===== src/rtl/ivc_pkg.sv =====
package ivc_pkg;

  localparam int TYPES_PER_CH = 4;

  // Maps a priority rank (0 = most urgent) to a source index.
  // The highest channel comes first; within a channel the type order is receive, transmit, status, error.
  function automatic int rank_to_src(int rank, int num_ch);
    int ch;
    int slot;
    int typ;
    ch   = num_ch - 1 - (rank / TYPES_PER_CH);
    slot = rank % TYPES_PER_CH;
    case (slot)
      0:       typ = 2;
      1:       typ = 0;
      2:       typ = 1;
      default: typ = 3;
    endcase
    return ch * TYPES_PER_CH + typ;
  endfunction

  // Vector arithmetic: base plus twice the source index (caller truncates).
  function automatic logic [31:0] vec_add(logic [31:0] base, logic [31:0] idx);
    return base + (idx << 1);
  endfunction

endpackage


===== src/rtl/ivc_prio_scan.sv =====
module ivc_prio_scan #(
  parameter int NUM_CH = 2,
  parameter int N      = 4 * NUM_CH,
  parameter int IDX_W  = $clog2(N)
) (
  input  logic [N-1:0]     pend,
  input  logic [N-1:0]     insv,
  output logic             req_raw,
  output logic             any_pend,
  output logic [N-1:0]     ack_oh,
  output logic [N-1:0]     reti_oh,
  output logic [IDX_W-1:0] ack_idx
);

  logic [N-1:0] pend_r;
  logic [N-1:0] insv_r;
  logic [N:0]   pend_seen;
  logic [N:0]   insv_seen;
  logic [N-1:0] live_r;

  assign pend_seen[0] = 1'b0;
  assign insv_seen[0] = 1'b0;

  for (genvar r = 0; r < N; r++) begin : g_rank
    localparam int SRC = ivc_pkg::rank_to_src(r, NUM_CH);
    assign pend_r[r]      = pend[SRC];
    assign insv_r[r]      = insv[SRC];
    assign pend_seen[r+1] = pend_seen[r] | pend_r[r];
    assign insv_seen[r+1] = insv_seen[r] | insv_r[r];
    // A source counts only if nothing at or above it is in service.
    assign live_r[r]      = pend_r[r] & ~insv_seen[r+1];
    assign ack_oh[SRC]    = pend_r[r] & ~pend_seen[r];
    assign reti_oh[SRC]   = insv_r[r] & ~insv_seen[r];
  end

  assign req_raw  = |live_r;
  assign any_pend = pend_seen[N];

  always_comb begin
    ack_idx = '0;
    for (int i = 0; i < N; i++) begin
      if (ack_oh[i]) ack_idx = IDX_W'(i);
    end
  end

endmodule


===== src/rtl/ivc_flag_bank.sv =====
module ivc_flag_bank #(
  parameter int N = 8
) (
  input  logic         clk,
  input  logic         rst,
  input  logic [N-1:0] set_i,
  input  logic [N-1:0] clr_i,
  input  logic         ack_fire,
  input  logic         reti_fire,
  input  logic [N-1:0] ack_oh,
  input  logic [N-1:0] reti_oh,
  output logic [N-1:0] pend_q,
  output logic [N-1:0] insv_q
);

  for (genvar k = 0; k < N; k++) begin : g_flag
    logic pend_d;
    logic insv_d;
    // A set pulse wins over a clear pulse or an acknowledge in the same cycle.
    assign pend_d = set_i[k] | (pend_q[k] & ~clr_i[k] & ~(ack_fire & ack_oh[k]));
    assign insv_d = (ack_fire & ack_oh[k]) | (insv_q[k] & ~(reti_fire & reti_oh[k]));

    always_ff @(posedge clk) begin
      if (rst) begin
        pend_q[k] <= 1'b0;
        insv_q[k] <= 1'b0;
      end else begin
        pend_q[k] <= pend_d;
        insv_q[k] <= insv_d;
      end
    end
  end

endmodule


===== src/rtl/irq_vec_arbiter.sv =====
module irq_vec_arbiter #(
  parameter int NUM_CH = 2,
  parameter int VEC_W  = 8
) (
  input  logic                  clk,
  input  logic                  rst,
  input  logic [4*NUM_CH-1:0]   set_i,
  input  logic [4*NUM_CH-1:0]   clr_i,
  input  logic [VEC_W-1:0]      base_vec,
  input  logic                  ien_i,
  input  logic                  ack_i,
  input  logic                  reti_i,
  output logic                  irq_o,
  output logic                  ieo_o,
  output logic [VEC_W-1:0]      vec_o
);

  localparam int N     = 4 * NUM_CH;
  localparam int IDX_W = $clog2(N);

  logic [N-1:0]     pend_q;
  logic [N-1:0]     insv_q;
  logic [N-1:0]     ack_oh;
  logic [N-1:0]     reti_oh;
  logic [IDX_W-1:0] ack_idx;
  logic             req_raw;
  logic             any_pend;
  logic             ack_fire;
  logic             reti_fire;

  assign ack_fire  = ack_i & any_pend;
  assign reti_fire = reti_i;

  ivc_prio_scan #(.NUM_CH(NUM_CH), .N(N), .IDX_W(IDX_W)) u_scan (
    .pend     (pend_q),
    .insv     (insv_q),
    .req_raw  (req_raw),
    .any_pend (any_pend),
    .ack_oh   (ack_oh),
    .reti_oh  (reti_oh),
    .ack_idx  (ack_idx)
  );

  ivc_flag_bank #(.N(N)) u_flags (
    .clk       (clk),
    .rst       (rst),
    .set_i     (set_i),
    .clr_i     (clr_i),
    .ack_fire  (ack_fire),
    .reti_fire (reti_fire),
    .ack_oh    (ack_oh),
    .reti_oh   (reti_oh),
    .pend_q    (pend_q),
    .insv_q    (insv_q)
  );

  assign irq_o = ien_i & req_raw;
  assign ieo_o = ien_i & ~(|insv_q);
  assign vec_o = any_pend ? VEC_W'(ivc_pkg::vec_add(32'(base_vec), 32'(ack_idx))) : base_vec;

endmodule


===== config.mk =====
export PLATFORM = sky130hd
export DESIGN_NAME = irq_vec_arbiter
export DESIGN_NICKNAME = d
export VERILOG_FILES = /design/src/rtl/ivc_pkg.sv /design/src/rtl/ivc_prio_scan.sv /design/src/rtl/ivc_flag_bank.sv /design/src/rtl/irq_vec_arbiter.sv
export SDC_FILE = /design/constraint.sdc
export NUM_CORES = 1
export LEC_CHECK = 0
export ABC_AREA = 1
export BUFFER_PORTS_ARGS = -buffer_cell sky130_fd_sc_hd__clkbuf_2
export CAP_MARGIN = 25
export CORE_MARGIN = 3
export CORE_UTILIZATION = 44
export DETAILED_ROUTE_END_ITERATION = 7
export PLACE_DENSITY = 0.84
export REMOVE_ABC_BUFFERS = 1
export SLEW_MARGIN = 20
export SYNTH_ARGS = -nofsm -noshare
export SYNTH_HDL_FRONTEND = slang
export SYNTH_SLANG_ARGS = --single-unit
export TNS_END_PERCENT = 1

===== constraint.sdc =====
create_clock -name clk -period 2.5 [get_ports clk]
set_clock_uncertainty 0.15 [all_clocks]
set_input_delay 0.25 -clock clk [delete_from_list [all_inputs] [get_ports clk]]
set_output_delay 0.25 -clock clk [all_outputs]
set_load 0.05 [all_outputs]

# [Word-level counts from Yosys, hierarchy flattened]
# Cells that the tools add are included.
[totals] regBits=16 inputBits=29 out_inout_bits=10 wordCells=162
[classes] n_addsub=1 muxes=8 n_bitwise=135 n_reduce_logical=2
[ops] op="$and A1 B1 Y1" n=65
[ops] op="$not A1 Y1" n=40
[ops] op="$or A1 B1 Y1" n=30
[ops] op="$mux W3" n=6
[ops] op="$reduce_or A8 Y1" n=2
[ops] op="$add A8 B4 Y8" n=1
[ops] op="$mux W8" n=1
[ops] op="$mux W1" n=1

# [Longest topological paths before layout]
[depth] depth_word=16 ltp_mapped=14 mapped_depth_nobuf=14

# [Cells and area by module]
# From an unflattened synthesis, not the netlist that was laid out.
[hier_totals] cells_unflattened=206 area_unflattened_um2=1376.3
[by_module_without_submodules] module="ivc_flag_bank" instances=1 cells_per_inst=84 area_per_inst_um2=744.5 seq_area_each_um2=320.3
[by_module_without_submodules] module="ivc_prio_scan" instances=1 cells_per_inst=62 area_per_inst_um2=322.8 seq_area_each_um2=0.0
[by_module_without_submodules] module="irq_vec_arbiter" instances=1 cells_per_inst=60 area_per_inst_um2=309.0 seq_area_each_um2=0.0

# [Worst setup path before layout]
# No wires, ideal clock.
[synth_path] path_kind="register to output" start="register u_flags.pend_q[5]" end="output port vec_o[7]" t_arrival_ps=2719 required_time_ps=2100 setup_slack_ps=-619 path_stages_with_launch=12 path_buffers=0 path_cell_list="dfxtp_1 > inv_1 > nand4_4 > nor2_4 > nand3_1 > a21oi_1 > ha_1 > inv_1 > fa_1 > o21ai_0 > nand3b_2 > xnor2_1"
[synth_between] elab_chain_cells=15 word_cells_on_any_way=24 classes_between="1 x add/sub; 8 x mux; 15 x bitwise"
[synth_rtl] element="from (decl)" line_no="ivc_flag_bank.sv:12" source="output logic [N-1:0] pend_q,"
[synth_rtl] element="from (signal, indexed assignment)" line_no="ivc_flag_bank.sv:28" source="pend_q[k] <= pend_d;"
[synth_rtl] element="$or A1 B1 Y1 (4 in a row)" line_no="ivc_prio_scan.sv:28" source="assign pend_seen[r+1] = pend_seen[r] | pend_r[r];"
[synth_rtl] element="$not A1 Y1" line_no="ivc_prio_scan.sv:32" source="assign ack_oh[SRC] = pend_r[r] & ~pend_seen[r];"
[synth_rtl] element="$and A1 B1 Y1" line_no="ivc_prio_scan.sv:32"
[synth_rtl] element="$mux W1" line_no="ivc_prio_scan.sv:42" source="if (ack_oh[i]) ack_idx = IDX_W'(i);"
[synth_rtl] element="$mux W3 (6 in a row)" line_no="ivc_prio_scan.sv:42"
[synth_rtl] element="$add A8 B4 Y8" line_no="ivc_pkg.sv:24" source="return base + (idx << 1);"
[synth_rtl] element="$mux W8 (*)" line_no="irq_vec_arbiter.sv:59" source="assign vec_o = any_pend ? VEC_W'(ivc_pkg::vec_add(32'(base_vec), 32'(ack_idx))) : base_vec;"
[synth_rtl] element="to (decl)" line_no="irq_vec_arbiter.sv:15" source="output logic [VEC_W-1:0] vec_o"
# Every way passes the cells marked *; elsewhere a longest branch is shown, timed or not.

# [Worst setup path in the final report]
[layout_path] start="register u_flags.pend_q[4]" end="output port vec_o[5]"
[layout_between] elab_chain_cells=16 word_cells_on_any_way=27 classes_between="1 x add/sub; 8 x mux; 18 x bitwise"
[layout_rtl] element="$or A1 B1 Y1 (5 in a row)" line_no="ivc_prio_scan.sv:28"
[layout_rtl] element="$not A1 Y1" line_no="ivc_prio_scan.sv:32"
[layout_rtl] element="$and A1 B1 Y1" line_no="ivc_prio_scan.sv:32"
[layout_rtl] element="$mux W1" line_no="ivc_prio_scan.sv:42"
[layout_rtl] element="$mux W3 (6 in a row)" line_no="ivc_prio_scan.sv:42"
[layout_rtl] element="$add A8 B4 Y8" line_no="ivc_pkg.sv:24"
[layout_rtl] element="$mux W8 (*)" line_no="irq_vec_arbiter.sv:59"
# Marks and branches as above.

==> results summary <==
The slew at the pin closest to its max-slew limit came out at around 0.31 ns. The remaining routing DRC violations is 0. 39 I/O pins were placed. The headroom to the max-slew limit came out at around 79%.

The pin count of the biggest net entering global routing is 18. The vias per cell is slightly above 5. The critical path contains buffers and inverters numbering 2 combined. The number of global-route vias before repair was about 1100. The final number of max-transition violations is 0.

In the global route stage, overall resource usage came out at roughly a fifth. The number of placement rows is 17. The library cell used most frequently in the layout, excluding fill and tap cells, is sky130_fd_sc_hd__inv_1. The number of I/O port buffers is 36.

The die area is ~3000 µm². The highest-delay cell along the critical path is sky130_fd_sc_hd__fa_2. The post-DP HPWL is 2.03 mm. The critical path is of the register to output port type. Counting stages on the worst path, the most repeated cell is sky130_fd_sc_hd__nor2_4. The signed area change from the synthesized netlist to the final layout is 41.8%. The first TritonRoute pass finished after 4 iterations. Setup repair after global routing could not meet its margin everywhere. The layout cell share with drive strength beyond 1 came out at a little over a third. The required time at the worst-slack endpoint came out at approximately 2.1 ns.

The initial standard-cell utilization of the core came out at between 40% and 50%. On the worst path, the slowest cell contributes a delay of between 0.3 and 0.4 ns. The final hold violation count was 0. The worst-case setup slack after placement is -0.338 ns. Of the synthesized area, sequential elements account for roughly 30%. The TritonCTS buffer count came out at 3. The clock slew at the register clock pins of the worst setup and hold paths came out at 0.09 ns. The average instance area after synthesis is between 6 and 7 µm². The data arrival time of the critical path came out at between 2 and 2.5 ns. The leakage power came out at approximately 0.76 nW.

The sink count of the clock tree came out at 16. The number of antenna violations at the first check in global routing is 0. Walking the worst path, the cells encountered are nor2_4 > nand4_4 > nor2_4 > nand3_2 > a21oi_2 > ha_1 > inv_1 > fa_2 > o21ai_2 > nand2_2 > xnor2_2 > buf_8. The number of max-capacitance violations reported came out at 0. The post-detailed-placement cell area came out at 1360 µm². CTS placed an instance of sky130_fd_sc_hd__clkbuf_4 at the clock tree root.

The kind of cell with the highest combined delay along the critical path is simple AND/OR/NAND/NOR gates. The worst setup path is launched from a register. In the synthesized netlist, the number of instances is around 160. The overall die height is ~55 µm. The cell area after technology mapping is around 1100 µm². The top cell types in the final layout, fill and taps aside, are sky130_fd_sc_hd__inv_1, sky130_fd_sc_hd__clkbuf_2, sky130_fd_sc_hd__a21oi_1. The routed via count came out at 1210. For this block, the initial DRC count from the detailed router was 28. The number of nets in the layout is approximately 250. The clock period minus final worst setup slack came out at 2.87 ns.

The count of yosys warnings during synthesis came out at 0. The count of fill cells added during filler insertion came out at 203. The share of the core filled with cells is between 60% and 70%. After layout, the worst setup slack is -0.369 ns.

The TritonCTS clock tree is built. The antenna diode instance count is 0. In this run the worst hold path is classified as input port to register.

After detailed routing, the average wire length per cell comes to roughly 11 µm. The synthesized flop and latch total came out at 16. The number of failing setup endpoints in the final timing report came out at 6.

The area occupied by registers came out at roughly 320 µm². The number of unique standard cell types used by synthesis came out at 24. The first global-routing pass estimated 4.31 mm of wire. The tightest hold path in the finished design has a slack of between 0.015 and 0.02 ns.

VDD sags by at most about 0.45 mV. The largest driver fanout on the critical path is 3. The final standard cell area without fillers is roughly 1500 µm². The final reports fail on setup timing. The remaining antenna violation count is 0. The total congestion overflow after global routing is 0. The number of H-tree branching levels is 1.

Routability-driven placement finished with a final weighted congestion of 0.790. For the worst-skew pair, the clock arrives at the later sink with an insertion delay of between 0.2 and 0.3 ns. The number of buffers between clock root and the deepest sink is 2. The final layout contains routed wiring with a total length of roughly 2.7 mm. The fmax came out at between 300 and 400 MHz. The kind of end point of the critical path is an output port.

The area of the multi-input gates is 644 µm². The x dimension of the die came out at 55.2 µm. The part of the cycle the worst path needs is 115%.

The run finished, with violations left. The number of buffers inserted by post-CTS setup repair came out at 0. The power per cell area came out at between 500 and 600 nW/µm². The region available for standard cell placement spans ~2300 µm².
state kept, by name, summed over array words and instances, names as in the netlist:
name	count
u_flags.insv_q	8
u_flags.pend_q	8
metal layers:
metal / part of all wire [%] / global-route usage [%] / vias up
li1: - / - / 618
met1: 43 / 24.5 / 544
met2: 50 / 34.1 / 43
met3: 5.5 / 1.61 / 5
met4: 1.2 / 8.10 / 0
met5: 0 / 0 / -
layout make-up:
type                       count  area share [%]
clock buffer                   4            2.41
inverter                      32            7.97
timing repair buffer          51            23.2
tap                           28            2.32
multi-input combinational    109            42.7
sequential                    16            21.4
power by group:
group / total [mW] / leakage, nW / internal [mW] / switching (mW)
registers: 0.276 / 0.132 / 0.267 / 0.00886
clock network: 0.171 / 0.0210 / 0.0888 / 0.0818
logic: 0.337 / 0.611 / 0.134 / 0.203
tightest hold or removal path, delay by kind of cell:
family / cells / cell delay (ns)
AOI/OAI and AO/OA: 1 / 0.03
buffers and inverters: 1 / 0.08
and+or+nand+nor: 1 / 0.06
synth_stat cells:
cell type / number / area, µm²
sky130_fd_sc_hd__buf_6: 1 / 11.3
sky130_fd_sc_hd__inv_1: 31 / 116
sky130_fd_sc_hd__ha_1: 3 / 37.5
sky130_fd_sc_hd__fa_1: 1 / 20.0
sky130_fd_sc_hd__nand3b_2: 1 / 11.3
sky130_fd_sc_hd__nor3_1: 2 / 10.0
sky130_fd_sc_hd__nand3_4: 1 / 17.5
sky130_fd_sc_hd__inv_2: 1 / 3.75
sky130_fd_sc_hd__nor2_1: 23 / 86.3
sky130_fd_sc_hd__clkbuf_1: 2 / 7.51
sky130_fd_sc_hd__o21ai_0: 10 / 50.1
sky130_fd_sc_hd__a21oi_1: 23 / 115
sky130_fd_sc_hd__xor2_1: 1 / 8.76
sky130_fd_sc_hd__nor4_1: 1 / 6.26
sky130_fd_sc_hd__xnor2_1: 2 / 17.5
sky130_fd_sc_hd__dfxtp_1: 16 / 320
sky130_fd_sc_hd__nand4_4: 1 / 21.3
sky130_fd_sc_hd__buf_1: 1 / 3.75
sky130_fd_sc_hd__nand2_1: 22 / 82.6
sky130_fd_sc_hd__o22ai_1: 2 / 12.5
sky130_fd_sc_hd__buf_4: 1 / 7.51
sky130_fd_sc_hd__nand3_1: 11 / 55.1
sky130_fd_sc_hd__nor2_4: 2 / 22.5
sky130_fd_sc_hd__nand4_1: 3 / 18.8
stage by stage:
stage / TNS [ns] / total power [mW] / instances
finish: -1.47 / 0.784 / 240
global route: -2.45 / 0.830 / 240
CTS: -1.50 / 0.773 / 240
detailed placement: -0.766 / 0.571 / 236
global placement: -0.541 / 0.567 / 236
floorplan: -2.09 / 0.472 / 157
repair_timing:
| action | CTS | global route |
|---|---|---|
| endpoints found under the setup margin | 6 | 6 |
| pin swaps | 1 | 2 |
| resized for setup | 20 | 10 |
| hold buffers | 0 | 0 |
kinds of logic (layout without fill, tap and decap cells):
logic type	count (synthesis)	after routing	share of synthesized area, %
and+or+nand+nor	67	67	31.2
adders and majority gates	4	4	5.41
buffers and inverters	37	87	14.1
xor gates and xnor gates	3	3	2.47
AOI/OAI and AO/OA	35	35	16.7
DFF	16	16	30.1
worst paths after layout:
path | startpoint | to | slack [ns] | cells after the start
worst max-delay path | u_flags.pend_q[4]$_SDFF_PP0_ | vec_o[5] | -0.37 | 12
worst min-delay path | set_i[3] | u_flags.pend_q[3]$_SDFF_PP0_ | 0.02 | 3
worst max register to register | u_flags.pend_q[4]$_SDFF_PP0_ | u_flags.pend_q[5]$_SDFF_PP0_ | 0.86 | 8
worst min register to register | u_flags.insv_q[4]$_SDFF_PP0_ | u_flags.insv_q[4]$_SDFF_PP0_ | 0.33 | 2
Note: power is estimated with default switching activity, not from simulation.
